$ cat src/rtl/serial_rx_pkg.sv
package serial_rx_pkg;

    typedef enum logic [2:0] {
        ST_IDLE  = 3'd0,
        ST_START = 3'd1,
        ST_DATA  = 3'd2,
        ST_PAR   = 3'd3,
        ST_STOP  = 3'd4,
        ST_MARK  = 3'd5
    } rx_state_e;

    typedef struct packed {
        logic par_err;
        logic frm_err;
        logic brk;
    } rx_flags_t;

endpackage

$ cat src/rtl/serial_rx_sync.sv
module serial_rx_sync #(
    parameter int STAGES = 2
) (
    input  logic clk,
    input  logic rst_n,
    input  logic din,
    output logic dout
);
    logic [STAGES-1:0] pipe_d, pipe_q;

    always_comb begin
        pipe_d = {pipe_q[STAGES-2:0], din};
    end

    always_ff @(posedge clk or negedge rst_n) begin
        if (!rst_n) pipe_q <= '1;   // idle line is mark
        else        pipe_q <= pipe_d;
    end

    assign dout = pipe_q[STAGES-1];
endmodule

$ cat src/rtl/serial_rx_frame.sv
module serial_rx_frame
    import serial_rx_pkg::*;
#(
    parameter int OS_RATE  = 16,
    parameter int MIN_BITS = 5,
    parameter int MAX_BITS = 8,
    parameter int LEN_W    = 2
) (
    input  logic                clk,
    input  logic                rst_n,
    input  logic                tick,
    input  logic                line_s,
    input  logic [LEN_W-1:0]    cfg_len,
    input  logic                par_en,
    input  logic                par_even,
    input  logic                par_stick,
    output logic                word_done,
    output logic [MAX_BITS-1:0] word_data,
    output rx_flags_t           word_flags
);
    localparam int OS_W  = $clog2(OS_RATE);
    localparam int BIT_W = $clog2(MAX_BITS);
    localparam int SPAN  = MAX_BITS - MIN_BITS;
    localparam logic [OS_W-1:0] MID_PT = OS_W'(OS_RATE / 2 - 1);
    localparam logic [OS_W-1:0] END_PT = OS_W'(OS_RATE - 1);

    typedef struct packed {
        rx_state_e             st;
        logic [OS_W-1:0]       os;
        logic [BIT_W-1:0]      bits;
        logic [MAX_BITS-1:0]   sh;
        logic                  acc;
        logic                  pbit;
        logic                  allz;
        logic                  prev;
    } fsm_t;

    fsm_t d, q;
    logic [BIT_W-1:0] last_idx;
    logic             exp_par;
    logic             brk_now;

    always_comb begin
        last_idx = BIT_W'(MIN_BITS - 1) + BIT_W'(cfg_len);
        exp_par  = par_stick ? ~par_even : (par_even ? q.acc : ~q.acc);
    end

    always_comb begin
        d          = q;
        d.prev     = line_s;
        word_done  = 1'b0;
        word_flags = '0;
        brk_now    = 1'b0;
        unique case (q.st)
            ST_IDLE: begin
                if (q.prev && !line_s) begin
                    d.st = ST_START;
                    d.os = '0;          // realign on the edge
                end
            end
            ST_START: begin
                if (tick) begin
                    if (q.os == MID_PT) begin
                        if (line_s) begin
                            d.st = ST_IDLE;   // glitch
                        end else begin
                            d.st   = ST_DATA;
                            d.os   = '0;
                            d.bits = '0;
                            d.sh   = '0;
                            d.acc  = 1'b0;
                            d.pbit = 1'b0;
                            d.allz = 1'b1;
                        end
                    end else begin
                        d.os = q.os + 1'b1;
                    end
                end
            end
            ST_DATA: begin
                if (tick) begin
                    if (q.os == END_PT) begin
                        d.os   = '0;
                        d.sh   = {line_s, q.sh[MAX_BITS-1:1]};
                        d.acc  = q.acc ^ line_s;
                        d.allz = q.allz & ~line_s;
                        if (q.bits == last_idx) d.st = par_en ? ST_PAR : ST_STOP;
                        else                    d.bits = q.bits + 1'b1;
                    end else begin
                        d.os = q.os + 1'b1;
                    end
                end
            end
            ST_PAR: begin
                if (tick) begin
                    if (q.os == END_PT) begin
                        d.os   = '0;
                        d.pbit = line_s;
                        d.allz = q.allz & ~line_s;
                        d.st   = ST_STOP;
                    end else begin
                        d.os = q.os + 1'b1;
                    end
                end
            end
            ST_STOP: begin
                if (tick) begin
                    if (q.os == END_PT) begin
                        d.os               = '0;
                        word_done          = 1'b1;
                        brk_now            = q.allz & ~line_s;
                        word_flags.brk     = brk_now;
                        word_flags.frm_err = ~line_s & ~brk_now;
                        word_flags.par_err = par_en & (q.pbit != exp_par) & ~brk_now;
                        d.st               = brk_now ? ST_MARK : ST_IDLE;
                    end else begin
                        d.os = q.os + 1'b1;
                    end
                end
            end
            ST_MARK: begin
                if (line_s) d.st = ST_IDLE;
            end
            default: d.st = ST_IDLE;
        endcase
    end

    always_comb begin
        word_data = brk_now ? '0 : (q.sh >> (SPAN - int'(cfg_len)));
    end

    always_ff @(posedge clk or negedge rst_n) begin
        if (!rst_n) begin
            q      <= '0;
            q.st   <= ST_IDLE;
            q.prev <= 1'b1;
        end else begin
            q <= d;
        end
    end
endmodule

$ cat src/rtl/serial_rx_hold.sv
module serial_rx_hold
    import serial_rx_pkg::*;
#(
    parameter int MAX_BITS = 8
) (
    input  logic                clk,
    input  logic                rst_n,
    input  logic                commit,
    input  logic [MAX_BITS-1:0] new_data,
    input  rx_flags_t           new_flags,
    input  logic                rd_data,
    input  logic                rd_status,
    output logic [MAX_BITS-1:0] data_out,
    output logic                ready,
    output logic                ovr,
    output logic                perr,
    output logic                ferr,
    output logic                berr
);
    typedef struct packed {
        logic [MAX_BITS-1:0] data;
        logic                ready;
        logic                ovr;
        logic                perr;
        logic                ferr;
        logic                berr;
    } hold_t;

    hold_t d, q;

    always_comb begin
        d = q;
        if (rd_data) d.ready = 1'b0;
        if (rd_status) begin
            d.ovr  = 1'b0;
            d.perr = 1'b0;
            d.ferr = 1'b0;
            d.berr = 1'b0;
        end
        if (commit) begin
            d.data  = new_data;
            d.ready = 1'b1;
            if (q.ready && !rd_data) d.ovr = 1'b1;
            d.perr = d.perr | new_flags.par_err;
            d.ferr = d.ferr | new_flags.frm_err;
            d.berr = d.berr | new_flags.brk;
        end
    end

    always_ff @(posedge clk or negedge rst_n) begin
        if (!rst_n) q <= '0;
        else        q <= d;
    end

    assign data_out = q.data;
    assign ready    = q.ready;
    assign ovr      = q.ovr;
    assign perr     = q.perr;
    assign ferr     = q.ferr;
    assign berr     = q.berr;
endmodule

$ cat src/rtl/serial_rx.sv
module serial_rx
    import serial_rx_pkg::*;
#(
    parameter  int OS_RATE     = 16,
    parameter  int MIN_BITS    = 5,
    parameter  int MAX_BITS    = 8,
    parameter  int SYNC_STAGES = 2,
    localparam int LEN_W       = $clog2(MAX_BITS - MIN_BITS + 1)
) (
    input  logic                clk,
    input  logic                rst_n,
    input  logic                os_tick,
    input  logic                rx_line,
    input  logic [LEN_W-1:0]    cfg_len,
    input  logic                cfg_par_en,
    input  logic                cfg_par_even,
    input  logic                cfg_par_stick,
    input  logic                rd_data,
    input  logic                rd_status,
    output logic [MAX_BITS-1:0] rx_data,
    output logic                rx_ready,
    output logic                err_overrun,
    output logic                err_parity,
    output logic                err_frame,
    output logic                err_break
);
    logic                line_s;
    logic                word_done;
    logic [MAX_BITS-1:0] word_data;
    rx_flags_t           word_flags;

    serial_rx_sync #(.STAGES(SYNC_STAGES)) i_sync (
        .clk   (clk),
        .rst_n (rst_n),
        .din   (rx_line),
        .dout  (line_s)
    );

    serial_rx_frame #(
        .OS_RATE  (OS_RATE),
        .MIN_BITS (MIN_BITS),
        .MAX_BITS (MAX_BITS),
        .LEN_W    (LEN_W)
    ) i_frame (
        .clk        (clk),
        .rst_n      (rst_n),
        .tick       (os_tick),
        .line_s     (line_s),
        .cfg_len    (cfg_len),
        .par_en     (cfg_par_en),
        .par_even   (cfg_par_even),
        .par_stick  (cfg_par_stick),
        .word_done  (word_done),
        .word_data  (word_data),
        .word_flags (word_flags)
    );

    serial_rx_hold #(.MAX_BITS(MAX_BITS)) i_hold (
        .clk       (clk),
        .rst_n     (rst_n),
        .commit    (word_done),
        .new_data  (word_data),
        .new_flags (word_flags),
        .rd_data   (rd_data),
        .rd_status (rd_status),
        .data_out  (rx_data),
        .ready     (rx_ready),
        .ovr       (err_overrun),
        .perr      (err_parity),
        .ferr      (err_frame),
        .berr      (err_break)
    );
endmodule

$ cat config.mk
export PLATFORM = sky130hd
export DESIGN_NAME = serial_rx
export DESIGN_NICKNAME = d
export VERILOG_FILES = /design/src/rtl/serial_rx_pkg.sv /design/src/rtl/serial_rx_sync.sv /design/src/rtl/serial_rx_frame.sv /design/src/rtl/serial_rx_hold.sv /design/src/rtl/serial_rx.sv
export SDC_FILE = /design/constraint.sdc
export NUM_CORES = 1
export LEC_CHECK = 0
export ABC_AREA = 1
export BUFFER_PORTS_ARGS = -buffer_cell sky130_fd_sc_hd__clkbuf_2
export CORE_MARGIN = 2
export CORE_UTILIZATION = 44
export DETAILED_ROUTE_END_ITERATION = 10
export GPL_TIMING_DRIVEN = 0
export HOLD_SLACK_MARGIN = 0.08
export PLACE_DENSITY_LB_ADDON = 0.25
export RECOVER_POWER = 100
export SYNTH_ARGS = -nofsm -noshare
export SYNTH_HDL_FRONTEND = slang
export SYNTH_SLANG_ARGS = --single-unit
$ cat constraint.sdc
create_clock -name clk -period 1.47 [get_ports clk]
set_input_delay 0.0735 -clock clk [delete_from_list [all_inputs] [get_ports clk]]
set_output_delay 0.0735 -clock clk [all_outputs]
set_load 0.05 [all_outputs]
# [Yosys cells after proc, flatten, opt, wreduce, memory -nomap -nowiden]
# Index checks and enable logic that the tools add are counted.
[totals] register_bits=37 latch_bits=0 mem_bits_rw=0 romBits=0 input_bits=11 output_inout_bits=13 elab_cells=116 memories=0
[classes] addsub=4 n_mul=0 n_div=0 n_lt_le_gt_ge=0 eq_ne=23 shifts=1 muxes=45 bitwise=12 reduce_logical=16
[ops] op="$mux 3" count=12
[ops] op="$shr 8x32->8" count=1
[ops] op="$pmux 12 s2" count=1
[ops] op="$mux 21" count=1
[ops] op="$mux 7" count=3
[ops] op="$pmux 4 s5" count=1
[ops] op="$mux 19" count=1
[ops] op="$mux 18" count=1
[ops] op="$pmux 3 s6" count=1
[ops] op="$mux 14" count=1
[ops] op="$ne 2x2->1 const B" count=7
[ops] op="$reduce_and 7->1" count=2
[ops] op="$mux 1" count=12
[ops] op="$mux 12" count=1
[ops] op="$mux 4" count=3
[ops] op="$ne 2x1->1 const B" count=6
[ops] op="$reduce_and 6->1" count=2
[ops] op="$reduce_and 11->1" count=1
[ops] op="$mux 8" count=1
[ops] op="$reduce_and 8->1" count=1
[ops] op="$eq 3x2->1 const B" count=2
[ops] op="$eq 3x3->1 const B" count=2
[ops] op="$mux 2" count=3
[ops] op="$reduce_bool 2->1" count=3
[ops] op="other kinds (22)" count=32

# [Logic depth before layout (Yosys ltp)]
# Gate-level depths: netlist of the first run.
[logic_depth] word_depth=11 mapped_depth=10 depth_no_buf=9

# [Hierarchy]
# A second synthesis of the first run with hierarchy kept.
[hier_totals] cells_unflattened=298 area_unflattened_um2=2208.4
[modules_own_cells] mod="serial_rx_frame" n_inst=1 cells_per_inst=241 area_per_inst_um2=1664.1
[modules_own_cells] mod="serial_rx_hold" n_inst=1 cells_per_inst=55 area_per_inst_um2=491.7
[modules_own_cells] mod="serial_rx_sync" n_inst=1 cells_per_inst=2 area_per_inst_um2=52.6

# [Least setup slack after synthesis of the first run]
# No wires, ideal clock.
[synth_timing] path_kind="flip-flop to flip-flop" startpoint="reg i_frame.q[15] (netlist bit)" endpoint="reg i_frame.q[11] (netlist bit)" arrival_time_ns=1.328 t_required_ns=1.351 setup_slack_ns=0.023 stages_incl_launch_ff=9 cell_sequence="dfrtp_1 ha_1 nand3_2 nand3_2 nand2_2 nor2_4 nand2_4 nand2_1 o21ai_2"
[synth_via] elab_chain_len=3 elab_cells_between_ends=5
[synth_rtl] element="start, declared" line_no="serial_rx_frame.sv:38" rtl="fsm_t d, q;"
[synth_rtl] element="$eq 4x4->1 or $eq 4x3->1 (tied branches)" line_no="serial_rx_frame.sv:82, serial_rx_frame.sv:63"
[synth_rtl] element="$ne 2x1->1 (no source line)"
[synth_rtl] element="$reduce_and 6->1 (no source line) (*)"
# Mark *: on every way between the ends. The rest lies on a longest branch, timed or not.
# A chain may end at the register's enable or synchronous reset.

# [Worst setup path after layout of the first run]
[layout_timing] startpoint="reg i_frame.q[20] (netlist bit)" endpoint="reg i_hold.q (netlist bit i_hold.data_out[5])"
[layout_via] elab_chain_len=3 elab_cells_between_ends=4
[layout_rtl] element="$eq 3x3->1 (*)" line_no="serial_rx_frame.sv:54" rtl="unique case (q.st)"
[layout_rtl] element="$mux 1" line_no="serial_rx_frame.sv:54"
[layout_rtl] element="$mux 8" line_no="serial_rx_frame.sv:129" rtl="word_data = brk_now ? '0 : (q.sh >> (SPAN - int'(cfg_len)));"
[layout_rtl] element="end signal, assigned" line_no="serial_rx_hold.sv:51" rtl="if (!rst_n) q <= '0;"
[layout_rtl] element="end signal, assigned" line_no="serial_rx_hold.sv:52" rtl="else q <= d;"
[layout_rtl] element="end, declared" line_no="serial_rx_hold.sv:29" rtl="hold_t d, q;"
# Marks and branches as above.

==> flow_summary.json, run 1 <==
{
  "outcome": "finished, violations left",
  "violations": "negative setup slack",
  "grt_max_degree": 38,
  "grt_use_met3_pct": 4.88,
  "grt_antenna_before_repair": 0,
  "pwr-share-clk_pct": 17.1,
  "die_area_um2": 5480,
  "synth_area_um2": 2160,
  "worstSetupEndpointType": "register",
  "gr-usage-met1_pct": 24.7,
  "synth-seq-cells": 37,
  "startpoint_type": "register",
  "vias_per_cell": 4.99,
  "drc": 0,
  "avgSynthCellArea_um2": 7.54,
  "syn_nets": 299,
  "synthTopCellsByArea": "dfrtp_1, nand2_1, nand3_1, inv_1, o21ai_0",
  "power.density_nw_per_um2": 1480,
  "grt_pass1_wl_um": 7860,
  "p_leak_nw": 1.34,
  "clk_pin_slew_ns": 0.07,
  "synth_top_area_cell": "dfrtp_1",
  "io_buffer_count": 23,
  "irDropWorstVdd_uv": 796,
  "gp_congestion": 0.858,
  "worstSkewPairLatency_ns": 0.29,
  "hpwl_um": 3310,
  "crit_fanout": 8,
  "die_w_um": 74.0,
  "htreeDepth": 2,
  "clock_path_buffers": 2,
  "final_cells": 407,
  "ys_warn_count": 0,
  "cts-root-buf": "clkbuf_8",
  "cp.arrival_ns": 1.68,
  "totalWireLength_um": 5290,
  "fin_area_um2": 2760,
  "antenna_left": 0,
  "relSlewSlack_pct": 37.1,
  "top_usage_layer": "met2",
  "crit_type": "register to register",
  "power.share.switching_pct": 44.2,
  "power_frac_comb_pct": 50.3,
  "fin_tns_setup_ns": -0.200,
  "p_seq_share_pct": 32.6,
  "holdWs_ns": 0.104,
  "pin_count": 24,
  "start_util_pct": 45.6,
  "synth-edff-count": 0,
  "cts_tree": "done",
  "yosys.area.top_type_share_pct": 39.5,
  "placementRows": 25,
  "power.switching_w": 0.00180,
  "yosysUniqueCellTypes": 31,
  "tightest_slew_ns": 0.943,
  "setup_slack_ns": -0.0394,
  "drt_iter0_drc": 144,
  "vias": 2030,
  "coreArea_um2": 4720,
  "synthArstFlopShare_pct": 100,
  "timing.fmax_mhz": 663,
  "grt_pass1_vias": 1718,
  "yosysMostFrequentCell": "nand2_1",
  "nets": 352,
  "synthFlopType": "dfrtp_1",
  "finalCritPeriodShare_pct": 103,
  "die_y_um": 74.0,
  "seq_area_frac_synth_pct": 43.1,
  "hold_class": "input port to register",
  "grt_overflow_total": 0,
  "dr.pass1.iters": 4,
  "clock-sinks": 37,
  "rsz0062_at_grt": "true",
  "hold_viol_final": 0,
  "setup_violations": 14,
  "numCtsBuffers": 5,
  "use_met2_pct": 30.2,
  "min_period_ns": 1.51,
  "max_cap_violations": 0,
  "yosys-top-cells-count": "nand2_1, dfrtp_1, inv_1, nand3_1, o21ai_0",
  "skew_ns": 0.00462,
  "p_int_w": 0.00228,
  "gr-usage-all-layers_pct": 18.5,
  "synth_cells": 286,
  "drive_above_1_share_pct": 29.4,
  "placed_area_um2": 2350,
  "antenna_cells": 0,
  "critPathRequiredTime_ns": 1.64,
  "dp.cells": 376,
  "routedWlPerCell_um": 13.0,
  "area_delta_synth_final_pct": 27.9,
  "final_max_slew_viol_count": 0
}
==> metal layers <==
layer / vias up / routed length, um
met4: 0 / 85
li1: 1028 / -
met2: 61 / 2550
met5: - / 0
met1: 926 / 2410
met3: 15 / 253
==> cell type report <==
type                            count  area [um2]
Fill cell                         426        1970
Multi-Input combinational cell    214        1200
Sequential cell                    37         933
Timing Repair Buffer               45         284
Inverter                           30         118
Tap cell                           67        83.8
Clock buffer                        5        68.8
Buffer                              5        42.5
Clock inverter                      3        17.5
Timing Repair inverter              1        7.51
==> worst max-delay path, cell delays in order, from the launching register on <==
cell	delay, ns
dfrtp_1	0.38
buf_6	0.14
nor2_4	0.12
nand2_2	0.08
nor3_4	0.29
buf_4	0.18
inv_2	0.06
nand2_1	0.07
o21ai_1	0.06
==> path summary, 6_finish.rpt <==
kind                             startpoint            endpoint  slack, ns  cells past startpoint
max                           i_frame.q[20]  i_hold.data_out[5]      -0.04                      8
min                              cfg_par_en         i_hold.perr       0.10                      3
max reg2reg                   i_frame.q[20]  i_hold.data_out[5]      -0.04                      8
min reg2reg                i_sync.pipe_q[0]    i_sync.pipe_q[1]       0.36                      0
max in group asynchronous             rst_n       i_frame.q[21]       0.37                      2
min in group asynchronous             rst_n  i_hold.data_out[1]       0.45                      2
==> sequential cells by signal, summed over array words and instances, names as in the netlist <==
signal / count
i_hold.ferr: 1
i_sync.pipe_q: 2
i_hold.berr: 1
i_hold.perr: 1
i_hold.data_out: 8
i_hold.ovr: 1
i_frame.q: 22
i_hold.ready: 1
==> per-stage QoR <==
step | power, W | setup slack, ns | util [%]
after floorplan | 0.00251 | 0.0230 | -
after global placement | 0.00282 | -0.206 | 49.9
after detailed placement | 0.00285 | -0.241 | 49.9
after CTS | 0.00374 | -0.00845 | 54.9
after global routing | 0.00435 | -0.118 | 58.4
final | 0.00408 | -0.0394 | 58.4
==> cells in the final DEF (no fill, tap or decap), types with 2 or more instances in the layout <==
cell / Yosys / routed
nand2_1: 103 / 90
dfrtp_1: 34 / 31
nand3_1: 25 / 25
inv_1: 25 / 23
buf_4: 2 / 19
nor2_1: 16 / 15
o21ai_0: 18 / 15
clkbuf_2: 0 / 15
nand2_2: 2 / 14
nor2_4: 2 / 8
o21ai_1: 5 / 8
clkbuf_1: 0 / 8
inv_2: 4 / 6
a21oi_1: 7 / 6
nand4_1: 6 / 6
clkbuf_8: 0 / 5
dlygate4sd3_1: 0 / 4
nand3_4: 0 / 3
buf_6: 1 / 3
o21ai_2: 3 / 3
xnor2_1: 3 / 3
dfstp_2: 3 / 3
dfrtp_2: 0 / 3
nor3_4: 1 / 2
nand2_4: 2 / 2
nand3_2: 5 / 2
mux2i_1: 2 / 2
clkinv_2: 0 / 2
clkinvlp_4: 0 / 2
==> what timing repair did <==
item | CTS | global route
hold buffers | 4 | 0
gates resized for setup | 13 | 29
gates cloned | 0 | 1
endpoints found under the setup margin | 33 | 30
hold endpoints to repair | 40 | 0
buffers inserted | 8 | 10
pin swaps | 5 | 15
==> kinds of logic after synthesis <==
family	Yosys count	synth area share [%]
compound gates	36	9.52
xor+xnor	4	1.63
fa+ha+maj	2	1.16
buf+inv	35	7.14
flops	37	43.1
mux	2	0.929
simple gates	170	36.5
==> power groups by stage <==
stage	logic [W]	registers (W)	clock network, W
5_1_grt	0.00224	0.00135	0.000764
3_3_place_gp	0.00149	0.00133	0
3_5_place_dp	0.00151	0.00133	0
6_report	0.00205	0.00133	0.000697
2_1_floorplan	0.00122	0.00129	0
4_1_cts	0.00170	0.00133	0.000721
Power figures use the tool's default switching activity.
==> run 2, diff against run 1 <==
--- a/config.mk
+++ b/config.mk
@@ -5,7 +5,7 @@
 export SDC_FILE = /design/constraint.sdc
 export NUM_CORES = 1
 export LEC_CHECK = 0
-export ABC_AREA = 1
+export ABC_AREA = 0
 export BUFFER_PORTS_ARGS = -buffer_cell sky130_fd_sc_hd__clkbuf_2
 export CORE_MARGIN = 2
 export CORE_UTILIZATION = 44
==> run 2 against run 1 <==
The run still ends with negative setup slack left. First-iteration DRC count fell by 26%. Utilization rose by 6.6 points. Power rose by 17%. Clock power rose by 55%. Hold slack got worse by 0.010 ns. Setup slack got worse by 0.38 ns.
==> flow_summary.json, run 2 <==
{
  "outcome": "finished, violations left",
  "violations": "negative setup slack",
  "final_core_util_pct": 65.0,
  "drc": 0,
  "seq_area_frac_synth_pct": 46.6,
  "hold_viol_final": 0,
  "synth_cells": 215,
  "die_w_um": 71.3,
  "grt_overflow_total": 0,
  "clock_path_buffers": 2,
  "finalCritPeriodShare_pct": 128,
  "layout_common_cells": "dfrtp_1, nand2_1, buf_4",
  "yosysMostFrequentCell": "nand2_1",
  "rsz0062_at_grt": "true",
  "r2r_slack_ns": -0.42,
  "gp_congestion": 0.823,
  "setup_slack_ns": -0.418,
  "synthArstFlopShare_pct": 100,
  "crit_type": "register to register",
  "io_buffer_count": 22,
  "largest_register": "i_frame.q",
  "synthTopCellsByArea": "dfrtp_1, nand2_1, o21ai_0, dfstp_2, mux2i_1",
  "nets": 279,
  "startpoint_type": "register",
  "setup_violations": 33,
  "synth_top_area_cell": "dfrtp_1",
  "antenna_cells": 0,
  "htreeDepth": 2,
  "worstSkewPairLatency_ns": 0.30,
  "worstReg2RegEnd": "i_frame.q[19]",
  "relSlewSlack_pct": 38.1,
  "hpwl_um": 2880,
  "grt_pass1_wl_um": 7450,
  "clock-sinks": 37,
  "area_delta_synth_final_pct": 41.8,
  "final_max_slew_viol_count": 0,
  "cp.arrival_ns": 2.07,
  "dr.pass1.iters": 4,
  "synthFlopType": "dfrtp_1",
  "crit_fanout": 3,
  "synth-edff-count": 0,
  "ys_warn_count": 0,
  "fillers": 335,
  "yosysUniqueCellTypes": 45,
  "die_area_um2": 5090,
  "synth-seq-cells": 37,
  "tightest_slew_ns": 0.928,
  "max_cap_violations": 0,
  "pin_count": 24,
  "drive_above_1_share_pct": 41.9,
  "layout_commonest_cell": "dfrtp_1",
  "cp-endpoint": "i_frame.q[19]",
  "reg2regPathDepth": 5,
  "vias_per_cell": 5.44,
  "skew_ns": 0.0114,
  "cts-root-buf": "clkbuf_8",
  "placementRows": 24,
  "worstSetupEndpointType": "register",
  "worstReg2RegStart": "i_frame.q[21]",
  "final_cells": 319,
  "antenna_left": 0,
  "irDropWorstVdd_uv": 1140,
  "start_util_pct": 45.8,
  "totalWireLength_um": 4760,
  "coreArea_um2": 4350,
  "routedWlPerCell_um": 14.9,
  "crit_path_start": "i_frame.q[21]",
  "yosys.area.top_type_share_pct": 42.6,
  "clk_pin_slew_ns": 0.08,
  "syn_nets": 228,
  "avgSynthCellArea_um2": 9.28,
  "cts_tree": "done",
  "timing.fmax_mhz": 530,
  "grt_pass1_vias": 1587,
  "dp.cells": 289,
  "vias": 1735,
  "yosys-top-cells-count": "nand2_1, dfrtp_1, o21ai_0, nand3_1",
  "hold_class": "input port to register",
  "numCtsBuffers": 5,
  "min_period_ns": 1.89,
  "power.density_nw_per_um2": 1690,
  "gr-usage-all-layers_pct": 18.8,
  "grt_max_degree": 38,
  "largest_register_ffs": 22,
  "drt_iter0_drc": 106,
  "critPathRequiredTime_ns": 1.65,
  "p_leak_nw": 1.20,
  "synth_area_um2": 2000,
  "die_y_um": 71.3,
  "grt_antenna_before_repair": 0
}
-- run 2: changes by cell type after synthesis, sizes merged, moves of 6 or more --
cell / change
o21ai: -7
nand2: -67
mux2: +6
nand3: -21
nor2: -15
inv: -21
clkbuf: +8
nand2b: +7
-- run 2: cells by family after synthesis --
logic type	Yosys count	share of synthesized area (%)
buf+inv	21	4.58
compound gates	51	16.9
flops	37	46.6
xor+xnor	5	2.19
mux	13	7.08
fa+ha+maj	2	1.25
simple gates	86	21.4
-- run 2: what timing repair did --
item,in CTS,in global routing
buffers inserted,14,5
gates resized for setup,41,38
pin swaps,22,10
hold buffers,4,0
hold endpoints to repair,39,0
setup endpoints to repair,33,33
gates cloned,2,0
-- run 2: layer usage --
metal | routed length (um) | track usage, %
met5 | 0 | 0
met4 | 44 | 6.29
met3 | 251 | 4.36
met2 | 2260 | 29.4
met1 | 2200 | 25.9
-- run 2: how the worst min path moves through the flow --
stage,from,to,slack (ns),depth (start not counted)
2_1_floorplan,rst_n,i_frame.q[10],-0.22,0
5_1_grt,rd_data,i_hold.ready,0.09,3
6_report,rd_data,i_hold.ready,0.09,3
3_3_place_gp,rx_line,i_sync.pipe_q[0],0.16,1
4_1_cts,rd_data,i_hold.ready,0.1,3
3_5_place_dp,rx_line,i_sync.pipe_q[0],0.16,1
-- run 2: where the power goes --
part           total, W  leakage (nW)  switching, W  internal (W)
sequential      0.00131         0.492      0.000139       0.00117
clock           0.00108        0.0687      0.000394      0.000683
combinational   0.00239         0.641       0.00121       0.00118
total           0.00478          1.20       0.00175       0.00303
-- run 2: per-stage QoR --
| step | instance area, um2 | setup TNS [ns] | setup slack, ns | power [W] | hold WS, ns |
|---|---|---|---|---|---|
| finish | 2830 | -6.96 | -0.418 | 0.00478 | 0.0945 |
| global route | 2830 | -8.96 | -0.457 | 0.00503 | 0.0916 |
| CTS | 2700 | -8.34 | -0.411 | 0.00442 | 0.0979 |
| detailed placement | 2260 | -10.47 | -0.518 | 0.00290 | 0.163 |
| global placement | 2260 | -10.19 | -0.504 | 0.00290 | 0.161 |
| floorplan | 2090 | -5.96 | -0.429 | 0.00260 | -0.222 |
-- run 2: critical path, cell delays in order, from the launching register on --
cell and delay [ns]:
dfrtp_1 0.39, buf_6 0.12, or3b_4 0.39, o221a_4 0.23, or3_4 0.35, mux2_4 0.30
-- run 2: cell type report --
cell class / count / area, um2 / share of cell area, %
buffer: 11 / 95.1 / 3.36
clock buffer: 5 / 68.8 / 2.43
clock inverter: 3 / 68.8 / 2.43
inverter: 8 / 30.0 / 1.06
multi-input combinational: 157 / 1260 / 44.6
sequential: 37 / 930 / 32.9
tap: 52 / 65.1 / 2.30
timing repair buffer: 46 / 310 / 11.0
